===== config.mk =====
export PLATFORM = sky130hd
export DESIGN_NAME = seq_ring
export DESIGN_NICKNAME = d
export VERILOG_FILES = /design/src/rtl/seq_pkg.sv /design/src/rtl/seq_slot.sv /design/src/rtl/seq_owner_map.sv /design/src/rtl/seq_wr_gate.sv /design/src/rtl/seq_ring.sv
export SDC_FILE = /design/constraint.sdc
export NUM_CORES = 1
export LEC_CHECK = 0
export CORE_ASPECT_RATIO = 1.2
export CORE_MARGIN = 2
export CORE_UTILIZATION = 26
export DETAILED_ROUTE_END_ITERATION = 8
export DONT_BUFFER_PORTS = 1
export MAX_ROUTING_LAYER = met4
export SETUP_SLACK_MARGIN = 0.3
export SLEW_MARGIN = 20
export SYNTH_ARGS = -nofsm -noshare
export SYNTH_HDL_FRONTEND = slang
export SYNTH_SLANG_ARGS = --single-unit

===== constraint.sdc =====
create_clock -name clk -period 1.5 [get_ports clk]
set_clock_uncertainty 0.15 [all_clocks]
set_input_delay 0.3 -clock clk [delete_from_list [all_inputs] [get_ports clk]]
set_output_delay 0.3 -clock clk [all_outputs]
set_load 0.01 [all_outputs]

===== src/rtl/seq_pkg.sv =====
package seq_pkg;
  localparam int NUM_STAGES = 5;
  localparam int STAGE_W    = 3;

  typedef enum logic [STAGE_W-1:0] {
    ST_IDLE = 3'd0,
    ST_IF   = 3'd1,
    ST_ID   = 3'd2,
    ST_EX   = 3'd3,
    ST_MEM  = 3'd4,
    ST_WB   = 3'd5
  } stage_e;

  // Successor stage for a slot that is not being started.
  function automatic stage_e advance(input stage_e cur);
    case (cur)
      ST_IF:   advance = ST_ID;
      ST_ID:   advance = ST_EX;
      ST_EX:   advance = ST_MEM;
      ST_MEM:  advance = ST_WB;
      default: advance = ST_IDLE;
    endcase
  endfunction
endpackage


===== src/rtl/seq_slot.sv =====
module seq_slot
  import seq_pkg::*;
#(
  parameter bit IS_FIRST = 1'b0
) (
  input  logic   clk,
  input  logic   rst_n,
  input  logic   stall,
  input  logic   start,
  input  logic   squash,
  output stage_e stage,
  output logic   killed
);
  localparam stage_e RESET_STAGE = IS_FIRST ? ST_IF : ST_IDLE;

  stage_e stage_q, stage_d;
  logic   killed_q, killed_d;
  logic   stage_en;
  logic   take_start;

  assign stage_en   = !stall;
  assign take_start = start && !stall;

  always_comb begin
    stage_d = take_start ? ST_IF : advance(stage_q);
  end

  always_comb begin
    killed_d = killed_q;
    if (take_start) begin
      killed_d = 1'b0;
    end else if (squash && (stage_q != ST_IDLE)) begin
      killed_d = 1'b1;
    end
  end

  always_ff @(posedge clk or negedge rst_n) begin
    if (!rst_n) begin
      stage_q <= RESET_STAGE;
    end else if (stage_en) begin
      stage_q <= stage_d;
    end
  end

  always_ff @(posedge clk or negedge rst_n) begin
    if (!rst_n) begin
      killed_q <= 1'b0;
    end else begin
      killed_q <= killed_d;
    end
  end

  assign stage  = stage_q;
  assign killed = killed_q;
endmodule


===== src/rtl/seq_owner_map.sv =====
module seq_owner_map
  import seq_pkg::*;
#(
  parameter int NUM_SLOTS = 5
) (
  input  logic [NUM_SLOTS*STAGE_W-1:0]    stages,
  output logic [NUM_STAGES*NUM_SLOTS-1:0] owner
);
  for (genvar k = 0; k < NUM_STAGES; k++) begin : g_stage
    for (genvar s = 0; s < NUM_SLOTS; s++) begin : g_slot
      assign owner[k*NUM_SLOTS+s] =
        (stages[s*STAGE_W +: STAGE_W] == STAGE_W'(k + 1));
    end
  end
endmodule


===== src/rtl/seq_wr_gate.sv =====
module seq_wr_gate
  import seq_pkg::*;
#(
  parameter int NUM_SLOTS = 5
) (
  input  logic [NUM_STAGES*NUM_SLOTS-1:0] owner,
  input  logic [NUM_SLOTS-1:0]            killed,
  output logic                            mem_wr_en,
  output logic                            wb_wr_en
);
  localparam int MEM_ROW = int'(ST_MEM) - 1;
  localparam int WB_ROW  = int'(ST_WB) - 1;

  assign mem_wr_en = |(owner[MEM_ROW*NUM_SLOTS +: NUM_SLOTS] & ~killed);
  assign wb_wr_en  = |(owner[WB_ROW*NUM_SLOTS +: NUM_SLOTS] & ~killed);
endmodule


===== src/rtl/seq_ring.sv =====
module seq_ring
  import seq_pkg::*;
#(
  parameter int NUM_SLOTS = 5
) (
  input  logic                                 clk,
  input  logic                                 rst_n,
  input  logic                                 stall,
  input  logic [NUM_SLOTS-1:0]                 squash,
  output logic [NUM_SLOTS*STAGE_W-1:0]         slot_stage,
  output logic [NUM_STAGES*NUM_SLOTS-1:0]      stage_owner,
  output logic [NUM_SLOTS-1:0]                 slot_killed,
  output logic                                 mem_wr_en,
  output logic                                 wb_wr_en
);
  stage_e               stage_w [NUM_SLOTS];
  logic [NUM_SLOTS-1:0] start_w;

  for (genvar s = 0; s < NUM_SLOTS; s++) begin : g_slot
    localparam int PREV = (s + NUM_SLOTS - 1) % NUM_SLOTS;

    assign start_w[s] = (stage_w[PREV] == ST_IF);

    seq_slot #(.IS_FIRST(s == 0)) i_slot (
      .clk    (clk),
      .rst_n  (rst_n),
      .stall  (stall),
      .start  (start_w[s]),
      .squash (squash[s]),
      .stage  (stage_w[s]),
      .killed (slot_killed[s])
    );

    assign slot_stage[s*STAGE_W +: STAGE_W] = stage_w[s];
  end

  seq_owner_map #(.NUM_SLOTS(NUM_SLOTS)) i_owner (
    .stages (slot_stage),
    .owner  (stage_owner)
  );

  seq_wr_gate #(.NUM_SLOTS(NUM_SLOTS)) i_gate (
    .owner     (stage_owner),
    .killed    (slot_killed),
    .mem_wr_en (mem_wr_en),
    .wb_wr_en  (wb_wr_en)
  );
endmodule


# After elaboration in Yosys (flattened, before gate mapping)
# Index checks and enable logic that the tools add are counted.
dict set report totals {
  regBits 20
  out_inout_bits 47
  word_cells 81
}
dict set report classes {
  eq_ne 25
  muxes 20
  bitwise_logic 3
  n_reduce_logical 23
}
# op n
set op_table {}
lappend op_table {{3-bit one-hot mux with 4 select lines} 5}
lappend op_table {{3-bit by 2-bit equality test with 1-bit output (second input constant)} 10}
lappend op_table {{3-bit equality test (second input constant)} 10}
lappend op_table {{3-bit by 1-bit equality test with 1-bit output (second input constant)} 5}
lappend op_table {{3-bit two-way mux} 5}
lappend op_table {{3-bit nonzero test} 5}
lappend op_table {{5-bit AND} 2}
lappend op_table {{1-bit logical AND} 10}
lappend op_table {{1-bit two-way mux} 10}
lappend op_table {{2-bit nonzero test} 5}
lappend op_table {{5-bit OR reduction} 2}
lappend op_table {{5-bit NOT} 1}
lappend op_table {{1-bit logical NOT} 1}

# Logic depth before layout (Yosys ltp)
dict set report logic_depth {
  depth_word 4
  ltp_mapped 5
}

# Modules after synthesis
# Synthesis repeated with hierarchy kept, for this count alone.
dict set report unflattened {
  cells_unflattened 131
  hier_area_um2 1435.1
}
# mod instances cells_each area_per_inst_um2
set modules_own_cells {}
lappend modules_own_cells {{seq_slot (g_slot[1].i_slot ...)} 4 18 219.0}
lappend modules_own_cells {{seq_slot (g_slot[0].i_slot)} 1 18 220.2}
lappend modules_own_cells {seq_owner_map 1 25 212.7}
lappend modules_own_cells {seq_wr_gate 1 11 63.8}
lappend modules_own_cells {seq_ring 1 5 62.6}

# Worst setup path before layout
# Ideal clock, no wire load.
dict set report synth_path {
  path_type {register to output}
  from {register g_slot[0].i_slot.stage_q[0]}
  to {output wb_wr_en}
  arrival_time_ns 1.322
  required_time_ns 1.050
  slack_ns -0.272
  path_stages_with_launch 4
  path_cell_list {dfstp_2 -> inv_1 -> or4b_1 -> o311ai_0}
}
dict set report synth_via {
  elab_chain_len 3
}
# item line
set synth_lines {}
lappend synth_lines {{start: declaration} seq_slot.sv:16} ;# stage_e stage_q, stage_d;
lappend synth_lines {{start signal: assignment} seq_slot.sv:41} ;# stage_q <= stage_d;
lappend synth_lines {{3-bit equality test} seq_owner_map.sv:12} ;# (stages[s*STAGE_W +: STAGE_W] == STAGE_W'(k + 1));
lappend synth_lines {{5-bit AND} seq_wr_gate.sv:15} ;# assign wb_wr_en = |(owner[WB_ROW*NUM_SLOTS +: NUM_SLOTS] & ~killed);
lappend synth_lines {{5-bit OR reduction} seq_wr_gate.sv:15}
lappend synth_lines {{end: declaration} seq_ring.sv:14} ;# output logic wb_wr_en
# Every way passes these cells.

# Worst setup path after layout
# Same ends and word-level chain as after synthesis.

==> impl_metrics.tcl <==
set metrics [dict create \
    pwr-share-seq_pct 14.9 \
    min_period_ns 1.884 \
    placed_area_um2 1939 \
    synth.top_cells.by_count "sky130_fd_sc_hd__dfrtp_1, sky130_fd_sc_hd__nor2_1, sky130_fd_sc_hd__a21oi_1, sky130_fd_sc_hd__buf_4" \
    drt-total-wl_um 5102 \
    tritoncts "done" \
    synthFlopType "sky130_fd_sc_hd__dfrtp_1" \
    total_buffers_and_inverters_traversed_by_the_critical_path 1 \
    grt_max_degree 21 \
    first_iter_violations 31 \
    diodes 0 \
    leakagePower_nw 1.197 \
    gp_congestion 0.7536 \
    avgSynthCellArea_um2 9.347 \
    routed-via-count 1504 \
    synth_top_cells_by_area "sky130_fd_sc_hd__dfrtp_1, sky130_fd_sc_hd__buf_4, sky130_fd_sc_hd__a21oi_1" \
    crit_family "flip-flops" \
    die_height_um 84.71 \
    cp-end-kind "primary output" \
    hold_class "primary input to async pin" \
    ios 55 \
    drt_first_pass_iters 4 \
    grt_util_all_layers_pct 17.36 \
    postLayoutCellArea_um2 2798 \
    route.detailed.wl_per_inst_um 17.41 \
    floorplan.die.width_um 71.26 \
    power.switching_mw 3.028 \
    worst_setup_hold_path_clk_slew_ns 0.08 \
    yosys.area.top_type "sky130_fd_sc_hd__dfrtp_1" \
    placement_rows 29 \
    share_of_the_synthesized_area_in_the_top_cell_type_pct 33.69 \
    synth.lib_cells_used.distinct 40 \
    max_clock_freq_ghz 0.5307 \
    final_hold_viol_count 0 \
    postRouteAntennaNets 0 \
    finalMaxSlewViolations 0 \
    number_of_antenna_violations_at_the_first_check_in_global_routing 0 \
    power.share.clock_pct 5.7 \
    num-fill-cells 461 \
    multi_input_comb_area_um2 1051 \
    pwr_density_cell_nw_per_um2 2695 \
    yosys_warnings 0 \
    vias_per_cell 5.133 \
    timing.hold.ws_ns 0.02493 \
    port_buffers 0 \
    r2r-start "g_slot[0].i_slot.stage[0]$_DFFE_PN1N_" \
    seq_area_frac_synth_pct 35.55 \
    syn-cell-area_um2 1411 \
    syn-instance-count 151 \
    max_cap_check_violation_count 0 \
    syn_to_final_growth_pct 98.23 \
    floorplan.core_area_um2 5261 \
    final_net_count 240 \
    worst_slack_ns -0.3842 \
    detailedPlace.worstSlack_ns -0.1414 \
    failed_checks "negative setup slack" \
    globalRouteOverflowTotal 0 \
    synth_nets 159 \
    skew_pair_late_insertion_delay_ns 0.26 \
    vias_in_the_first_global_route 1553 \
    postSynth.asyncResetShare_pct 100.0 \
    total_die_area_um2 6036 \
    clock-root-buffer "sky130_fd_sc_hd__clkbuf_8" \
    synth.most_common_cell "sky130_fd_sc_hd__dfrtp_1" \
    crit_start "g_slot[0].i_slot.stage[0]$_DFFE_PN1N_" \
    critPathArrivalTime_ns 1.43 \
    timing.critical_path.required_ns 1.05 \
    ir_worst_vdd_mv 1.193 \
    intPower_mw 4.511 \
    first_pass_grt_wire_length_um 7941 \
    finalCritPeriodShare_pct 125.6 \
    worst_slew_pin_slew_ns 0.9635 \
    netSwitchingFraction_pct 40.17 \
    setup.worst_path.start_class "flip-flop" \
    status "complete, but fails checks" \
    place.detailed.hpwl_um 3133 \
    worstPathCellList "inv_2 -> or4b_4 -> o311ai_4" \
    tritoncts_num_sinks 20 \
    design_power_total_mw 7.540 \
    maxSlewHeadroom_pct 35.66 \
    critical_path.slowest_cell "sky130_fd_sc_hd__dfstp_2" \
    max-clock-path-buffers 2 \
    drc 0 \
    cts_buffers 3 \
    synth.ff_latch_count 20 \
    cp_slowest_stage_delay_ns 0.55 \
    area.sequential_um2 510.5 \
    number_of_flops_mapped_to_enable_cells_by_yosys 0 \
    criticalPathCategory "flip-flop to primary output" \
    crit_fanout 3 \
    grt_setup_unrepaired "yes" \
    drive_gt1_share_pct 75.32 \
    power_frac_comb_pct 79.3 \
    initial_utilization_pct 26.83 \
    clock_tree.htree_level_count 1 \
    timing.final.setup_violations 45 \
]
[what timing repair did]
item,in CTS,in global routing
gates cloned,1,0
endpoints found under the hold margin,24,0
setup buffers,31,16
endpoints found under the setup margin,67,87
hold buffers,2,0
pin swaps,24,20
resized for setup,77,36
[per-layer routing]
layer	vias to the layer above	share of wire (%)	GRT usage, %
met1	747	37	20.12
met5	-	0	-
met3	6	6.4	3.481
met4	0	1.2	6.003
li1	705	-	-
met2	46	56	29.55
[stage by stage]
stage	TNS [ns]	std cells	util, %
6_report	-6.894	293	53.17
5_1_grt	-9.412	293	53.17
4_1_cts	-5.252	277	48.13
3_5_place_dp	-0.4898	239	36.86
3_3_place_gp	-0.4524	239	36.86
2_1_floorplan	-0.6790	151	-
[cell usage in the layout, fill, tap and decap left out, drive strengths merged, types with 2 or more instances in the layout]
cell / n
buf: 97
dfrtp: 19
nor2: 17
a21oi: 13
nor3b: 11
a221o: 6
nor3: 6
nand2b: 5
o31ai: 5
inv: 5
and2: 4
a22o: 4
a211oi: 4
clkbuf: 4
xor2: 4
or3: 4
nand3b: 3
nor4bb: 3
or3b: 2
and3b: 2
clkinv: 2
[state kept, by name, indices dropped and copies added, names as in the netlist]
signal and count:
g_slot.i_slot.killed 5, g_slot.i_slot.stage 15
[power groups by stage]
stage                     registers (mW)  clock network, mW  logic [mW]
after CTS                           1.10              0.436        5.24
final                               1.13              0.431        5.98
after global routing                1.17              0.469        6.36
after floorplan                     1.23                  0        2.63
after detailed placement            1.12                  0        3.75
after global placement              1.10                  0        3.72
[area by class of cell]
| class | instances | area share (%) |
|---|---|---|
| flip-flops and latches | 20 | 18.25 |
| inverters | 7 | 1.476 |
| repair buffers | 99 | 37.97 |
| well taps | 62 | 2.773 |
| clock buffers | 4 | 1.968 |
| multi-input cells | 101 | 37.57 |
[kinds of logic (layout without fill, tap and decap cells)]
logic type	Yosys count	count (layout)	synth area share (%)
AOI/OAI and AO/OA	36	36	18.35
and+or+nand+nor	60	60	30.32
DFF	20	20	35.55
xor gates and xnor gates	5	5	3.103
buffers and inverters	30	110	12.68
[path summary, 6_finish.rpt]
check / to / slack [ns] / cells past startpoint
min in group clk: g_slot[2].i_slot.killed$_DFFE_PN0P_ / 0.03 / 2
max in group asynchronous: g_slot[4].i_slot.stage[1]$_DFFE_PN0N_ / 0.52 / 1
max: wb_wr_en / -0.38 / 3
min: g_slot[2].i_slot.stage[0]$_DFFE_PN0N_ / 0.02 / 1
max reg2reg: g_slot[1].i_slot.stage[2]$_DFFE_PN0N_ / -0.27 / 6
min reg2reg: g_slot[1].i_slot.killed$_DFFE_PN0P_ / 0.51 / 3
(Power assumes the default switching activity.)
